## src/rtl/phase_gate_sequencer.sv

```systemverilog
module phase_gate_sequencer #(
  parameter int SYNC_STAGES = 2
) (
  input  logic       clk,
  input  logic       rst_n,
  input  logic       wr_en,
  input  logic [1:0] addr,
  input  logic [7:0] wdata,
  output logic [7:0] rdata,
  input  logic       xfer_trig,
  input  logic [2:0] os_pulse,
  input  logic       fault_n,
  output logic [5:0] gate_lvl,
  output logic [5:0] gate_oe
);
  localparam int NPH = 3;
  localparam int NPIN = 2 * NPH;

  logic [NPIN-1:0] buf0_q, buf1_q, stg0_q, stg1_q, live;
  logic [NPH-1:0]  sel_q, os_prev_q, os_fall;
  logic            cut_en_q, prot_q, cut_lat_q;
  logic [SYNC_STAGES-1:0] flt_sync_q;
  logic            fault_ok;
  logic            unused_hi;

  assign unused_hi = ^wdata[7:6];
  assign os_fall   = os_prev_q & ~os_pulse;
  assign fault_ok  = flt_sync_q[SYNC_STAGES-1];

  for (genvar p = 0; p < NPH; p++) begin : g_phase
    assign live[2*p+1:2*p] = sel_q[p] ? stg1_q[2*p+1:2*p] : stg0_q[2*p+1:2*p];

    always_ff @(posedge clk or negedge rst_n) begin
      if (!rst_n)         sel_q[p] <= 1'b0;
      else if (xfer_trig) sel_q[p] <= 1'b0;
      else if (os_fall[p]) sel_q[p] <= 1'b1;
    end
  end

  always_ff @(posedge clk or negedge rst_n) begin
    if (!rst_n) begin
      buf0_q   <= '0;
      buf1_q   <= '0;
      cut_en_q <= 1'b0;
      prot_q   <= 1'b0;
    end else if (wr_en) begin
      case (addr)
        2'd0: buf0_q <= wdata[NPIN-1:0];
        2'd1: buf1_q <= wdata[NPIN-1:0];
        2'd2: if (prot_q) cut_en_q <= wdata[0];
        default: prot_q <= wdata[0];
      endcase
    end
  end

  always_ff @(posedge clk or negedge rst_n) begin
    if (!rst_n) begin
      stg0_q    <= '0;
      stg1_q    <= '0;
      os_prev_q <= '0;
    end else begin
      os_prev_q <= os_pulse;
      if (xfer_trig) begin
        stg0_q <= buf0_q;
        stg1_q <= buf1_q;
      end
    end
  end

  always_ff @(posedge clk or negedge rst_n) begin
    if (!rst_n) begin
      flt_sync_q <= '1;
      cut_lat_q  <= 1'b0;
    end else begin
      flt_sync_q <= {flt_sync_q[SYNC_STAGES-2:0], fault_n};
      if (cut_en_q && !fault_ok)      cut_lat_q <= 1'b1;
      else if (!cut_en_q && fault_ok) cut_lat_q <= 1'b0;
    end
  end

  assign gate_lvl = ~live;
  assign gate_oe  = {NPIN{~cut_lat_q}};

  always_comb begin
    case (addr)
      2'd0, 2'd1: rdata = {2'b00, live};
      2'd2:       rdata = {7'd0, cut_en_q};
      default:    rdata = {7'd0, prot_q};
    endcase
  end
endmodule


```

## config.mk

```make
export PLATFORM = sky130hd
export DESIGN_NAME = phase_gate_sequencer
export DESIGN_NICKNAME = d
export VERILOG_FILES = /design/src/rtl/phase_gate_sequencer.sv
export SDC_FILE = /design/constraint.sdc
export NUM_CORES = 1
export LEC_CHECK = 0
export BUFFER_PORTS_ARGS = -buffer_cell sky130_fd_sc_hd__buf_4
export CAP_MARGIN = 30
export CORE_ASPECT_RATIO = 0.8
export CORE_MARGIN = 5
export CORE_UTILIZATION = 51
export DETAILED_ROUTE_END_ITERATION = 8
export GPL_TIMING_DRIVEN = 0
export PLACE_DENSITY = 0.77
export SLEW_MARGIN = 20
export SYNTH_ARGS = -nofsm -noshare
export SYNTH_HDL_FRONTEND = slang
export SYNTH_SLANG_ARGS = --single-unit
```

## constraint.sdc

```tcl
create_clock -name clk -period 1.6 [get_ports clk]
set_input_delay 0.08 -clock clk [delete_from_list [all_inputs] [get_ports clk]]
set_output_delay 0.08 -clock clk [all_outputs]
set_load 0.05 [all_outputs]
```

* After elaboration in Yosys (flattened, before gate mapping) *
Cells that the tools add are included.

storage, ports and cells
  input bits = 18
  register bits = 35
  output and inout bits = 20

cells by class
  eq/ne operators = 2
  bitwise gates (word level) = 5
  mux-type cells = 12
  reductions and logical operators = 15

operator list
  operator            count
  $pmux 6 s2          1
  $mux 1              8
  $reduce_bool 2->1   4
  $mux 2              3
  $not 6->6           1
  $reduce_and 2->1    3
  $and 3x3->3         1
  $not 3->3           1
  $reduce_and 3->1    1
  $reduce_or 3->1     1
  $eq 2x1->1 const B  1
  $eq 2x2->1 const B  1
  $logic_and 1x1->1   2
  $logic_not 1->1     2
  $logic_not 2->1     1
  $not 1->1           2
  $reduce_or 2->1     1

* Logic depth before layout (Yosys ltp) *
  word-level depth = 4
  mapped depth = 3

* Worst setup path after synthesis *
OpenSTA, ideal clock, no wires.

  path type = reg-to-output
  start point = reg sel_q[0]
  end point = out rdata[0]
  arrival = 1.934 ns
  data required time = 1.520 ns
  setup slack = -0.414 ns
  cell stages (with the launch flop) = 3
  path through = dfrtp_1 -> mux2i_1 -> mux2i_1

between the ends
  word-level cells in the longest chain between the ends = 2

RTL lines
  item                             line  text
  start, declared                  20    logic [NPH-1:0] sel_q, os_prev_q, os_fall;
  start signal, assigned by index  34    if (!rst_n) sel_q[p] <= 1'b0;
  start signal, assigned by index  35    else if (xfer_trig) sel_q[p] <= 1'b0;
  start signal, assigned by index  36    else if (os_fall[p]) sel_q[p] <= 1'b1;
  $mux 2                           31    assign live[2*p+1:2*p] = sel_q[p] ? stg1_q[2*p+1:2*p] : stg0_q[2*p+1:2*p];
  $pmux 6 s2                       85    case (addr)
  end, declared                    9     output logic [7:0] rdata,

No other way between the ends.

* Final worst setup path *
Same ends and word-level chain as after synthesis.

==> summary.txt <==
Yosys
  • Cell count after synthesis: 102
  • Count leader, synth: sky130_fd_sc_hd__dfrtp_1
  • Cell accounting for the most synthesized area: sky130_fd_sc_hd__dfrtp_1
  • Most common library cells after synthesis: sky130_fd_sc_hd__dfrtp_1 (33), sky130_fd_sc_hd__mux2_2 (27), sky130_fd_sc_hd__mux2i_1 (8)
  • Post-synth top area share: 55.9%
  • Post-synthesis instance area: 1480 um2
  • Total of flip-flops plus latches after synthesis: 35
  • Ys async rst share: 100%
  • Post-synthesis sequential area ratio: 59.5%
  • Warning count from the yosys run: 0
  • Cell types with the largest area share after synthesis: sky130_fd_sc_hd__dfrtp_1 (56%), sky130_fd_sc_hd__mux2_2 (21%), sky130_fd_sc_hd__mux2i_1 (5.4%)
  • Top_reg_cell synth: sky130_fd_sc_hd__dfrtp_1
  • Number of synthesized flops with an enable pin: 0
  • Mean post-synth cell area: 14.5 um2
  • Number of distinct library cell variants in the gate-level netlist after synthesis: 17

Detailed routing
  • Post-detailed-route via-to-cell ratio: 4.81
  • Final WL: 2750 um
  • DRT Pass-1 Iters: 3
  • Average wire per standard cell: 14.4 um
  • First DRT Iteration DRCs: 26
  • ANT nets after route: 0
  • Via count: 918
  • Drc violations: 0

Finish
  • Final Cell Area: 1960 um2
  • Post-layout util: 71.0%
  • Area Overhead vs Synth: 33.1%
  • Post-layout net count: 171
  • Diodes inserted: 0
  • Filler Cell Count: 199
  • Layout cells sized above 1: 53.6%

Placement
  • Placement-stage cell area: 1770 um2
  • Global placement routability congestion: 0.716
  • Buffers on Ports: 31
  • Post-DP HPWL: 1960 um
  • Worst setup slack after placement: 0.357 ns

Pwr
  • Areal power density over the cells: 1520 nW/um2
  • Pleak: 0.000923 uW
  • VDD IR max: 0.984 mV

Clocking
  • Clock tree root buffer cell: sky130_fd_sc_hd__clkbuf_4
  • H-tree level count: 2
  • Number of buffers added by the clock tree synthesis step: 5
  • Clock latency at the later pin of the worst-skew pair: 0.33 ns
  • TritonCTS clock tree: yes
  • Deepest clock path buffer count: 2
  • CTS sink cnt: 35
  • Clock slew seen by the registers of the worst setup and hold paths: 0.10 ns

Critical path
  • Capturing point of the worst reg2reg path: cut_lat_q$_DFFE_PN0P_
  • Critical Path Source Type: flop
  • Worst R2R Start: flt_sync_q[1]$_DFF_PN1_
  • WS Path Type: flop to output port
  • Kind of end point of the critical path: output port
  • Worst reg2reg setup slack: 0.35 ns
  • Data required time of the worst path: 1.52 ns
  • Critical path startpoint: sel_q[0]$_DFFE_PN0P_
  • Depth of the most critical reg-to-reg path: 3
  • Worst Path Arrival: 1.34 ns
  • Termination of the worst setup path: rdata[0]
  • Crit-path max FO: 3

Global routing
  • Antenna violations before repair: 0
  • Global-route wire length before repair: 4790 um
  • Vias in the first global route: 998
  • Total gr overflow: 0
  • Largest net degree at the start of global routing: 36
  • GRT Overall Usage: 15.8%

Die
  • Area of the core: 2770 um2
  • Ports placed on the boundary: 38
  • Starting density of the core: 53.4%
  • Die Span Y: 58.1 um
  • Total number of placement rows: 17
  • Chip Width: 70.2 um
  • Die footprint: 4080 um2

Timing
  • Final worst-path cycle share: 88.8%
  • Unrepaired setup endpoints after global routing: no
  • Maximum operating frequency: 704 MHz
  • Total count of hold-check failures in the final report: 0
  • Skew final: 0.00231 ns
  • Final setup margin: 0.179 ns
  • Number of failing setup endpoints in the final timing report: 0
  • Final min period: 1.42 ns
  • Pins over their slew limit: 0

Worst hold path
  • Type of the most critical hold path: primary input to flop

Run
  • # Max-Cap Violations: 0

Status
  • Run status: complete, no violations
-- worst min path at each step --
stage	startpoint	depth (start not counted)	endpoint
5_1_grt	xfer_trig	2	stg1_q[3]$_DFFE_PN0P_
3_5_place_dp	rst_n	1	os_prev_q[0]$_DFF_PN0_
4_1_cts	xfer_trig	2	stg1_q[3]$_DFFE_PN0P_
2_1_floorplan	rst_n	0	buf0_q[0]$_DFFE_PN0P_
3_3_place_gp	rst_n	1	os_prev_q[0]$_DFF_PN0_
6_report	xfer_trig	2	stg1_q[3]$_DFFE_PN0P_
-- state kept, by name, summed over array words and instances, names as in the netlist --
register,cells
buf0_q,6
cut_lat_q,1
buf1_q,6
os_prev_q,3
prot_q,1
stg0_q,6
flt_sync_q,2
cut_en_q,1
sel_q,3
stg1_q,6
-- cell families after synthesis --
kind of cell	after synthesis	share of synthesized area, %
muxes	35	26.0
other	1	0.254
and+or+nand+nor	12	6.10
buffers and inverters	15	6.27
AOI/OAI and AO/OA	3	1.02
DFF	35	59.5
adders and majority gates	1	0.847
-- metrics by stage --
stage	TNS [ns]	hold WS (ns)	total power, uW	instances
after floorplan	-1.09	-0.216	2000	103
after global placement	0	0.0442	2300	172
after detailed placement	0	0.0487	2340	172
after CTS	0	0.0896	3020	191
after global routing	0	0.0861	3140	191
final	0	0.103	2990	191
-- area by class of cell --
type / instances / area [um2] / area share [%]
plain buffers: 10 / 73.8 / 3.76
inverters: 5 / 18.8 / 0.955
clock inverters: 2 / 35.0 / 1.78
well taps: 38 / 47.5 / 2.42
flip-flops and latches: 35 / 878 / 44.7
repair buffers: 42 / 343 / 17.5
multi-input cells: 53 / 517 / 26.3
clock buffers: 6 / 51.3 / 2.61
-- timing repair --
action                                 CTS  global route
hold buffers                            11             0
buffers inserted                         0             0
gates resized for setup                  0             0
endpoints found under the hold margin   52             0
-- critical path: stages (launching register included) --
cell                      delay [ns]
sky130_fd_sc_hd__dfrtp_1        0.44
sky130_fd_sc_hd__mux2i_2        0.27
sky130_fd_sc_hd__mux2i_1        0.10
sky130_fd_sc_hd__buf_4          0.19
-- per-layer routing --
layer | global-route usage (%) | wire length (um) | vias to the layer above
met4 | 5.74 | 54 | 0
met3 | 7.63 | 193 | 6
met1 | 16.8 | 1100 | 448
li1 | - | - | 439
met2 | 27.6 | 1400 | 25
met5 | 0 | 0 | -
-- report_power, final --
part	total (uW)	leakage, uW	switching (uW)	internal [uW]
Clock	655	0.0000482	286	369
Combinational	1190	0.000459	729	456
Sequential	1140	0.000417	93.2	1050
-- layout by cell type, fill, tap and decap left out --
master / instances
sky130_fd_sc_hd__a21oi_1: 3
sky130_fd_sc_hd__mux2_2: 27
sky130_fd_sc_hd__ha_1: 1
sky130_fd_sc_hd__dfrtp_1: 33
sky130_fd_sc_hd__nand2b_1: 3
sky130_fd_sc_hd__dlygate4sd3_1: 11
sky130_fd_sc_hd__conb_1: 2
sky130_fd_sc_hd__buf_6: 1
sky130_fd_sc_hd__nand3b_4: 1
sky130_fd_sc_hd__clkbuf_4: 5
sky130_fd_sc_hd__clkinv_2: 1
sky130_fd_sc_hd__dfstp_2: 2
sky130_fd_sc_hd__nand3_1: 1
sky130_fd_sc_hd__buf_4: 38
sky130_fd_sc_hd__mux2i_2: 2
sky130_fd_sc_hd__nand4b_1: 1
sky130_fd_sc_hd__buf_2: 2
sky130_fd_sc_hd__nor3b_4: 1
sky130_fd_sc_hd__clkbuf_8: 1
sky130_fd_sc_hd__inv_1: 5
sky130_fd_sc_hd__mux2i_1: 6
sky130_fd_sc_hd__nor2_1: 5
sky130_fd_sc_hd__bufinv_16: 1
No activity file was read; power rests on OpenSTA's default activity.
